===== src/rtl/brdctl_pkg.sv =====
package brdctl_pkg;

    localparam int ADDR_W = 32;
    localparam int DATA_W = 32;
    localparam int DEC_W  = 20;
    localparam int CHAR_W = 8;
    localparam int NCHAR  = DATA_W / 4;
    localparam int IDX_W  = $clog2(NCHAR);
    localparam int BYTE_W = 8;

    localparam logic [DEC_W-1:0] OFF_SWITCH = 20'h00200;
    localparam logic [DEC_W-1:0] OFF_STATUS = 20'h00208;
    localparam logic [DEC_W-1:0] OFF_JUMPER = 20'h00210;
    localparam logic [DEC_W-1:0] OFF_LED    = 20'h00408;
    localparam logic [DEC_W-1:0] OFF_WORD   = 20'h00410;
    localparam logic [DEC_W-1:0] OFF_CHAR0  = 20'h00418;
    localparam logic [DEC_W-1:0] OFF_CHAR7  = 20'h00450;
    localparam logic [DEC_W-1:0] OFF_SRST   = 20'h00500;
    localparam logic [DEC_W-1:0] OFF_BRK    = 20'h00508;
    localparam logic [DEC_W-1:0] OFF_GPO    = 20'h00A00;
    localparam logic [DEC_W-1:0] OFF_GPI    = 20'h00A08;
    localparam logic [DEC_W-1:0] OFF_I2CIN  = 20'h00B00;
    localparam logic [DEC_W-1:0] OFF_I2COE  = 20'h00B08;
    localparam logic [DEC_W-1:0] OFF_I2COUT = 20'h00B10;
    localparam logic [DEC_W-1:0] OFF_I2CSEL = 20'h00B18;

    localparam logic [DATA_W-1:0] SRST_KEY     = 32'h0000_0042;
    localparam logic [BYTE_W-1:0] BRK_RST      = 8'h0A;
    localparam logic [DATA_W-1:0] I2C_OUT_RST  = 32'h0000_0003;
    localparam logic [DATA_W-1:0] I2C_IN_RST   = 32'h0000_0003;
    localparam logic [CHAR_W-1:0] BLANK_CHAR   = 8'h20;
    localparam logic [DATA_W-1:0] STATUS_LE    = 32'h0000_0010;
    localparam logic [DATA_W-1:0] STATUS_BE    = 32'h0000_0012;

    typedef enum logic [3:0] {
        SEL_NONE,
        SEL_SWITCH,
        SEL_STATUS,
        SEL_JUMPER,
        SEL_LED,
        SEL_WORD,
        SEL_CHAR,
        SEL_SRST,
        SEL_BRK,
        SEL_GPO,
        SEL_GPI,
        SEL_I2CIN,
        SEL_I2COE,
        SEL_I2COUT,
        SEL_I2CSEL
    } sel_e;

    typedef struct packed {
        sel_e             sel;
        logic [IDX_W-1:0] idx;
    } dec_t;

    function automatic logic [CHAR_W-1:0] hex_char(input logic [3:0] nib);
        if (nib < 4'd10) return 8'h30 + {4'h0, nib};
        else             return 8'h37 + {4'h0, nib};
    endfunction

endpackage


===== src/rtl/brdctl_dec.sv =====
module brdctl_dec
    import brdctl_pkg::*;
(
    input  logic [ADDR_W-1:0] addr,
    output dec_t              dec
);
    logic [DEC_W-1:0] off;
    logic             unused_hi;

    assign off       = addr[DEC_W-1:0];
    assign unused_hi = ^addr[ADDR_W-1:DEC_W];

    always_comb begin
        dec.idx = off[IDX_W+2:3] - IDX_W'(OFF_CHAR0 >> 3);
        dec.sel = SEL_NONE;
        case (off)
            OFF_SWITCH: dec.sel = SEL_SWITCH;
            OFF_STATUS: dec.sel = SEL_STATUS;
            OFF_JUMPER: dec.sel = SEL_JUMPER;
            OFF_LED:    dec.sel = SEL_LED;
            OFF_WORD:   dec.sel = SEL_WORD;
            OFF_SRST:   dec.sel = SEL_SRST;
            OFF_BRK:    dec.sel = SEL_BRK;
            OFF_GPO:    dec.sel = SEL_GPO;
            OFF_GPI:    dec.sel = SEL_GPI;
            OFF_I2CIN:  dec.sel = SEL_I2CIN;
            OFF_I2COE:  dec.sel = SEL_I2COE;
            OFF_I2COUT: dec.sel = SEL_I2COUT;
            OFF_I2CSEL: dec.sel = SEL_I2CSEL;
            default: begin
                if (off >= OFF_CHAR0 && off <= OFF_CHAR7 && off[2:0] == 3'b000)
                    dec.sel = SEL_CHAR;
            end
        endcase
    end
endmodule


===== src/rtl/brdctl_disp.sv =====
module brdctl_disp
    import brdctl_pkg::*;
(
    input  logic                    clk,
    input  logic                    rst,
    input  logic                    wr_word,
    input  logic                    wr_char,
    input  logic [IDX_W-1:0]        idx,
    input  logic [DATA_W-1:0]       wdata,
    output logic [NCHAR*CHAR_W-1:0] disp
);
    for (genvar i = 0; i < NCHAR; i++) begin : g_char
        localparam int MSB = DATA_W - 1 - 4 * i;
        always_ff @(posedge clk) begin
            if (rst) begin
                disp[i*CHAR_W +: CHAR_W] <= BLANK_CHAR;
            end else if (wr_word) begin
                disp[i*CHAR_W +: CHAR_W] <= hex_char(wdata[MSB -: 4]);
            end else if (wr_char && idx == IDX_W'(i)) begin
                disp[i*CHAR_W +: CHAR_W] <= wdata[CHAR_W-1:0];
            end
        end
    end
endmodule


===== src/rtl/brdctl_regs.sv =====
module brdctl_regs
    import brdctl_pkg::*;
(
    input  logic              clk,
    input  logic              rst,
    input  logic              we,
    input  sel_e              sel,
    input  logic [DATA_W-1:0] wdata,
    output logic [BYTE_W-1:0] led,
    output logic [BYTE_W-1:0] brk,
    output logic [BYTE_W-1:0] gpo,
    output logic [1:0]        i2c_oe,
    output logic [DATA_W-1:0] i2c_out,
    output logic              i2c_sel,
    output logic              srst
);
    always_ff @(posedge clk) begin
        if (rst) begin
            led     <= '0;
            brk     <= BRK_RST;
            gpo     <= '0;
            i2c_oe  <= '0;
            i2c_out <= I2C_OUT_RST;
            i2c_sel <= 1'b1;
            srst    <= 1'b0;
        end else begin
            srst <= 1'b0;
            if (we) begin
                case (sel)
                    SEL_LED:    led     <= wdata[BYTE_W-1:0];
                    SEL_BRK:    brk     <= wdata[BYTE_W-1:0];
                    SEL_GPO:    gpo     <= wdata[BYTE_W-1:0];
                    SEL_I2COE:  i2c_oe  <= wdata[1:0];
                    SEL_I2COUT: i2c_out <= wdata;
                    SEL_I2CSEL: i2c_sel <= wdata[0];
                    SEL_SRST:   srst    <= (wdata == SRST_KEY);
                    default: ;
                endcase
            end
        end
    end
endmodule


===== src/rtl/brdctl_top.sv =====
module brdctl_top
    import brdctl_pkg::*;
#(
    parameter bit BIG_ENDIAN = 1'b0
) (
    input  logic                    clk,
    input  logic                    rst,
    input  logic                    bus_valid,
    input  logic                    bus_we,
    input  logic [ADDR_W-1:0]       bus_addr,
    input  logic [DATA_W-1:0]       bus_wdata,
    output logic [DATA_W-1:0]       bus_rdata,
    input  logic                    i2c_sda_i,
    output logic [BYTE_W-1:0]       led_o,
    output logic [NCHAR*CHAR_W-1:0] disp_o,
    output logic [BYTE_W-1:0]       brk_o,
    output logic [BYTE_W-1:0]       gpo_o,
    output logic [1:0]              i2c_oe_o,
    output logic                    i2c_scl_o,
    output logic                    i2c_sda_o,
    output logic                    srst_o
);
    localparam logic [DATA_W-1:0] STATUS_VAL = BIG_ENDIAN ? STATUS_BE : STATUS_LE;

    dec_t              dec;
    logic              wr;
    logic [DATA_W-1:0] i2c_out;
    logic              i2c_sel;

    assign wr = bus_valid && bus_we;

    brdctl_dec dec_i (
        .addr (bus_addr),
        .dec  (dec)
    );

    brdctl_disp disp_i (
        .clk     (clk),
        .rst     (rst),
        .wr_word (wr && dec.sel == SEL_WORD),
        .wr_char (wr && dec.sel == SEL_CHAR),
        .idx     (dec.idx),
        .wdata   (bus_wdata),
        .disp    (disp_o)
    );

    brdctl_regs regs_i (
        .clk     (clk),
        .rst     (rst),
        .we      (wr),
        .sel     (dec.sel),
        .wdata   (bus_wdata),
        .led     (led_o),
        .brk     (brk_o),
        .gpo     (gpo_o),
        .i2c_oe  (i2c_oe_o),
        .i2c_out (i2c_out),
        .i2c_sel (i2c_sel),
        .srst    (srst_o)
    );

    assign i2c_scl_o = i2c_out[1];
    assign i2c_sda_o = i2c_out[0];

    always_comb begin
        case (dec.sel)
            SEL_STATUS: bus_rdata = STATUS_VAL;
            SEL_LED:    bus_rdata = DATA_W'(led_o);
            SEL_BRK:    bus_rdata = DATA_W'(brk_o);
            SEL_GPO:    bus_rdata = DATA_W'(gpo_o);
            SEL_GPI:    bus_rdata = i2c_sel ? i2c_out : '0;
            SEL_I2CIN:  bus_rdata = {I2C_IN_RST[DATA_W-1:1], i2c_sda_i};
            SEL_I2COE:  bus_rdata = DATA_W'(i2c_oe_o);
            SEL_I2COUT: bus_rdata = i2c_out;
            SEL_I2CSEL: bus_rdata = DATA_W'(i2c_sel);
            default:    bus_rdata = '0;
        endcase
    end
endmodule


===== config.mk =====
export PLATFORM = sky130hd
export DESIGN_NAME = brdctl_top
export DESIGN_NICKNAME = d
export VERILOG_FILES = /design/src/rtl/brdctl_pkg.sv /design/src/rtl/brdctl_dec.sv /design/src/rtl/brdctl_disp.sv /design/src/rtl/brdctl_regs.sv /design/src/rtl/brdctl_top.sv
export SDC_FILE = /design/constraint.sdc
export NUM_CORES = 1
export LEC_CHECK = 0
export BUFFER_PORTS_ARGS = -buffer_cell sky130_fd_sc_hd__buf_2
export CAP_MARGIN = 20
export CORE_MARGIN = 5
export CORE_UTILIZATION = 45
export DETAILED_ROUTE_END_ITERATION = 7
export GPL_TIMING_DRIVEN = 0
export PLACE_DENSITY = 0.74
export SYNTH_ARGS = -nofsm -noshare
export SYNTH_HDL_FRONTEND = slang
export SYNTH_SLANG_ARGS = --single-unit

===== constraint.sdc =====
create_clock -name clk -period 3.13 [get_ports clk]
set_input_delay 0.1565 -clock clk [delete_from_list [all_inputs] [get_ports clk]]
set_output_delay 0.1565 -clock clk [all_outputs]
set_load 0.02 [all_outputs]

After elaboration in Yosys (flattened, before gate mapping)

Cells that the tools add are included.

Add/sub/neg operators: 17
$lt $le $gt $ge: 10
Equal/unequal tests: 33
Mux-type cells: 28
Bitwise operators: 2
Reductions and logical operators: 30

Operators with widths:

| kind                   | count |
|---|---|
| $pmux W32 S9           | 1 |
| $mux W8                | 24 |
| $eq A20 B12 Y1 const B | 6 |
| $add A6 B4 Y7 const A  | 16 |
| $eq A20 B11 Y1 const B | 4 |
| $eq A20 B10 Y1 const B | 3 |
| $pmux W4 S13           | 1 |
| $eq A32 B7 Y1 const B  | 1 |
| $lt A4 B4 Y1 const B   | 8 |
| $mux W32               | 1 |
| $eq A4 B4 Y1 const B   | 7 |
| $ge A20 B11 Y1 const B | 1 |
| $le A20 B11 Y1 const B | 1 |
| $eq A4 B3 Y1 const B   | 4 |
| $reduce_bool A2 Y1     | 8 |
| $logic_and A1 B1 Y1    | 13 |
| $eq A3 B3 Y1 const B   | 4 |
| $reduce_and A2 Y1      | 6 |
| $eq A3 B2 Y1 const B   | 2 |
| $logic_not A3 Y1       | 2 |
| $eq A4 B2 Y1 const B   | 1 |
| $eq A3 B1 Y1 const B   | 1 |
| $mux W3                | 1 |
| $reduce_or A3 Y1       | 1 |
| 2 further kinds        | 3 |

Flip-flop bits (word level): 124
Bits of input ports: 69
Output and inout bits: 125
Logic and storage cells: 135

Logic depth before layout (Yosys ltp)

Depth after elaboration: 10
Depth in mapped cells: 11

Hierarchy

From an unflattened synthesis, not the netlist that was laid out.

Cell total of the unflattened synthesis: 815
Area, all modules: 6,845.3 sq um

Modules (own cells, without submodules):

| module      | times used | cells an instance | area an instance (sq um) | seq. area each (sq um) |
|---|---|---|---|---|
| brdctl_disp | 1          | 396               | 3,464.6                  | 1,281.2 |
| brdctl_regs | 1          | 289               | 2,462.4                  | 1,201.2 |
| brdctl_top  | 1          | 84                | 595.6                    | 0.0 |
| brdctl_dec  | 1          | 46                | 322.8                    | 0.0 |

Worst setup path after synthesis

OpenSTA, ideal clock, no wires.

Kind: input -> register
Start point: input bus_addr[17]
End point: register disp_i.disp[10]
Library setup time: 0.137 ns
Arrival time: 2.193 ns
Required time: 2.993 ns
Slack: 0.800 ns
Stages: 9
Buffers on the path: 2
Cells stage by stage: nor4_2 -> nand4_2 -> nor3_1 -> nand4_1 -> or3_1 -> buf_2 -> buf_2 -> a211oi_1 -> a211oi_2

Word-level cells in the longest chain between the ends: 9
Elaborated cells between the ends (all ways): 26
Classes of those cells: order compare: 2; eq/ne: 15; mux: 3; reduce/logical: 6

Ends and longest elaborated chain:

| what                                                    | line              | text |
|---|---|---|
| from (decl)                                             | brdctl_top.sv:10  | `input logic [ADDR_W-1:0] bus_addr,` |
| $ge A20 B11 Y1 / $le A20 B11 Y1 (equally long branches) | brdctl_dec.sv:31  | `if (off >= OFF_CHAR0 && off <= OFF_CHAR7 && off[2:0] == 3'b000)` |
| $logic_and A1 B1 Y1 (2 in series)                       | brdctl_dec.sv:31  |  |
| $mux W3                                                 | brdctl_dec.sv:31  |  |
| $pmux W4 S13 (*)                                        | brdctl_dec.sv:16  | `case (off)` |
| $eq A4 B3 Y1                                            | brdctl_top.sv:41  | `.wr_char (wr && dec.sel == SEL_CHAR),` |
| $logic_and A1 B1 Y1                                     | brdctl_top.sv:41  |  |
| $logic_and A1 B1 Y1                                     | brdctl_disp.sv:19 | `end else if (wr_char && idx == IDX_W'(i)) begin` |
| $reduce_bool A2 Y1 (no source line)                     | -                 |  |
| to (signal, indexed assignment)                         | brdctl_disp.sv:18 | `disp[i*CHAR_W +: CHAR_W] <= hex_char(wdata[MSB -: 4]);` |
| to (signal, indexed assignment)                         | brdctl_disp.sv:20 | `disp[i*CHAR_W +: CHAR_W] <= wdata[CHAR_W-1:0];` |
| to (decl)                                               | brdctl_disp.sv:10 | `output logic [NCHAR*CHAR_W-1:0] disp` |

Every way passes the cells marked *; elsewhere a longest branch is shown, timed or not.
A chain may end at the register's enable or synchronous reset.

Final worst setup path

Start point: input bus_addr[12]
End point: output bus_rdata[4]

Word-level cells in the longest chain between the ends: 7
Elaborated cells between the ends (all ways): 29
Classes of those cells: order compare: 2; eq/ne: 22; mux: 3; reduce/logical: 2

Ends and longest elaborated chain:

| what                                                    | line             | text |
|---|---|---|
| $ge A20 B11 Y1 / $le A20 B11 Y1 (equally long branches) | brdctl_dec.sv:31 |  |
| $logic_and A1 B1 Y1 (2 in series)                       | brdctl_dec.sv:31 |  |
| $mux W3                                                 | brdctl_dec.sv:31 |  |
| $pmux W4 S13 (*)                                        | brdctl_dec.sv:16 |  |
| $eq A4 B4 Y1, or another cell as far along              | brdctl_top.sv:66 | `case (dec.sel)` |
| $pmux W32 S9 (*)                                        | brdctl_top.sv:66 |  |
| to (decl)                                               | brdctl_top.sv:12 | `output logic [DATA_W-1:0] bus_rdata,` |

Marked as above.

==> metrics.txt <==
status=complete, no violations; post-CTS setup buffers=0; vias=7173; static leakage=0.00360 uW; RSZ-0062 raised after global routing=false; setup ws final=207 ps; H-tree levels=4; pwr/cell area=438 nW/um^2; global-route wire length before repair=36.8 mm; clock root cell=clkbuf_16; Setup TNS=0 ps; Slew Limit Fails=0; worst setup path class=in2out; initial antenna violation count=0; Mapped Cells=824; vias in the first global route=6761; Top Usage Layer GRT=met2; Slew Limit Headroom=29.6%; post-route ant nets=0; Syn Area/Cell=8.31 sq um; worst slew pin tran=1050 ps; Fin. Hold Viols=0; Tot Pwr=3720 uW; CP Max Fanout=10; area leader, netlist=dfxtp_1; CTS Hold Bufs=0; setup violators final=0; Max Cap Viol=0; clk sinks=124; grt ovf=0; Die Height=133 um; CP required=2970 ps; CTS tree=yes; P&R area growth vs syn=24.3%; synth warn=0; Routed WL=24.0 mm; DIE AREA=17800 sq um; layout cells sized above 1=23.3%; die width=133 um; Unique masters post-synth=63; Final min period=2920 ps; nets@finish=1102; FF+latch area=2480 sq um; met2 Resource Use GR=41.5%; met1 usage=33.2%; drt first pass iters=7; worst hold path type=in2reg; top cells by area, synth=dfxtp_1 (36%), mux2i_1 (11%), a21oi_1 (6.7%); Initial Utilization=45.5%; Post-CTS Resized=3; Via density=5.92; synth cell count leaders=dfxtp_1 (124), nand2_1 (110), a21oi_1 (92); Max Buffers Root-to-Sink=2; top cell type's share of synthesized area=36.3%; Avg WL per Cell=19.8 um; Initial DRC Count=745; ant diodes=0; prevailing post-synth register cell=dfxtp_1; Post-route DRC=0; mapped cell area=6850 sq um; clock slew at reported path FFs=50 ps; largest net degree at the start of global routing=17; IO Pins=194; sequential area share after synthesis=36.3%; CORE AREA=15000 sq um; Worst Skew=0 ps; M3 GR Usage=8.53%; crit start category=input pin; crit path DAT=2770 ps; most frequent cell after synthesis=dfxtp_1; # fillers=1402; later-pin clock latency in the skew report=420 ps; RePlAce Congestion=0.950; FF+latch count, synth=124; fin util=56.6%; FP Rows=45; syn nets=911; TritonCTS Buffers=17; largest vdd supply drop=0.313 mV; FFs w/ async S/R, synth=0%; multi-input logic area=4010 sq um; crit share post-route=93.4%; EDFF count, synth=0; crit end category=output pin; DP Worst Slack=-505 ps; number of port buffers=171; global-route usage over all layers=26.2%; fmax=342 MHz; hpwl dp=17.8 mm
==> cells by family (layout without fill, tap and decap cells) <==
kind of cell    Yosys count  after routing  synth area share [%]
mux                      73             73                  10.7
compound gates          221            221                  20.7
simple gates            290            290                  22.5
xor+xnor                  9              9                  1.15
fa+ha+maj                18             18                  3.29
buf+inv                  89            288                  5.48
flops                   124            124                  36.3
==> layout make-up <==
| class | instances | area share, % |
|---|---|---|
| Clock buffer | 25 | 5.94 |
| Timing Repair Buffer | 172 | 10.1 |
| Clock inverter | 2 | 0.412 |
| Tap cell | 188 | 2.76 |
| Sequential cell | 124 | 29.2 |
| Buffer | 64 | 3.35 |
| Multi-Input combinational cell | 611 | 47.1 |
| Inverter | 25 | 1.10 |
==> per-layer routing <==
layer | routed length (um) | share of wire (%)
met1 | 9780 | 41
met2 | 11000 | 46
met3 | 2430 | 10
met4 | 744 | 3.1
met5 | 0 | 0
==> registers in the layout, summed over array words and instances, names as in the netlist <==
name and flops:
regs_i.i2c_sel 1, regs_i.gpo 8, regs_i.brk 8, regs_i.i2c_oe 2
regs_i.led 8, regs_i.i2c_out 32, disp_i.disp 64, regs_i.srst 1
==> placed cells by master, fill, tap and decap left out, types with 4 or more instances in the layout <==
master	instances
buf_2	183
dfxtp_1	124
nand2_1	110
a21oi_1	92
mux2i_1	73
nor2_1	48
clkbuf_1	46
o21ai_0	40
a211oi_1	26
and2_1	25
inv_1	24
nor3_1	20
ha_1	18
nor4_1	17
clkbuf_16	17
a221o_1	11
nand4_1	10
nand3_1	9
xnor2_1	9
a21o_1	9
o21a_1	8
nor3b_1	7
nand2b_1	6
a22o_1	6
and3_1	6
nor4_2	5
clkbuf_8	5
o211ai_1	4
or3_1	4
==> critical path: stages <==
cell      delay, ps
buf_2           100
nor4_2          480
nand4_4         260
nor3_1          310
nand4_1         330
o21ai_4         370
clkbuf_2        330
a221o_1         240
buf_2           180
==> worst paths after layout <==
check                                   from                               to  slack, ps  cells past startpoint
max                             bus_addr[12]                     bus_rdata[4]        210                      9
min                            bus_wdata[12]  regs_i.i2c_out[12]$_SDFFE_PP0P_         10                      3
max reg2reg     disp_i.disp[45]$_SDFFE_PP1P_     disp_i.disp[45]$_SDFFE_PP1P_       2210                      2
min reg2reg  regs_i.i2c_out[30]$_SDFFE_PP0P_  regs_i.i2c_out[30]$_SDFFE_PP0P_        440                      2
==> through the flow <==
stage | hold slack [ps] | instance area [sq um] | instances
after CTS | 4.96 | 8490 | 1211
final | 11.5 | 8510 | 1211
after global routing | 15.7 | 8510 | 1211
after detailed placement | 439 | 7940 | 1184
after global placement | 434 | 7940 | 1183
after floorplan | 297 | 6850 | 824
==> report_power, final <==
| group | switching, uW | internal (uW) | total (uW) |
|---|---|---|---|
| clock network | 667 | 1170 | 1840 |
| logic | 211 | 92.2 | 304 |
| registers | 0.000897 | 1580 | 1580 |
Power figures use the tool's default switching activity.
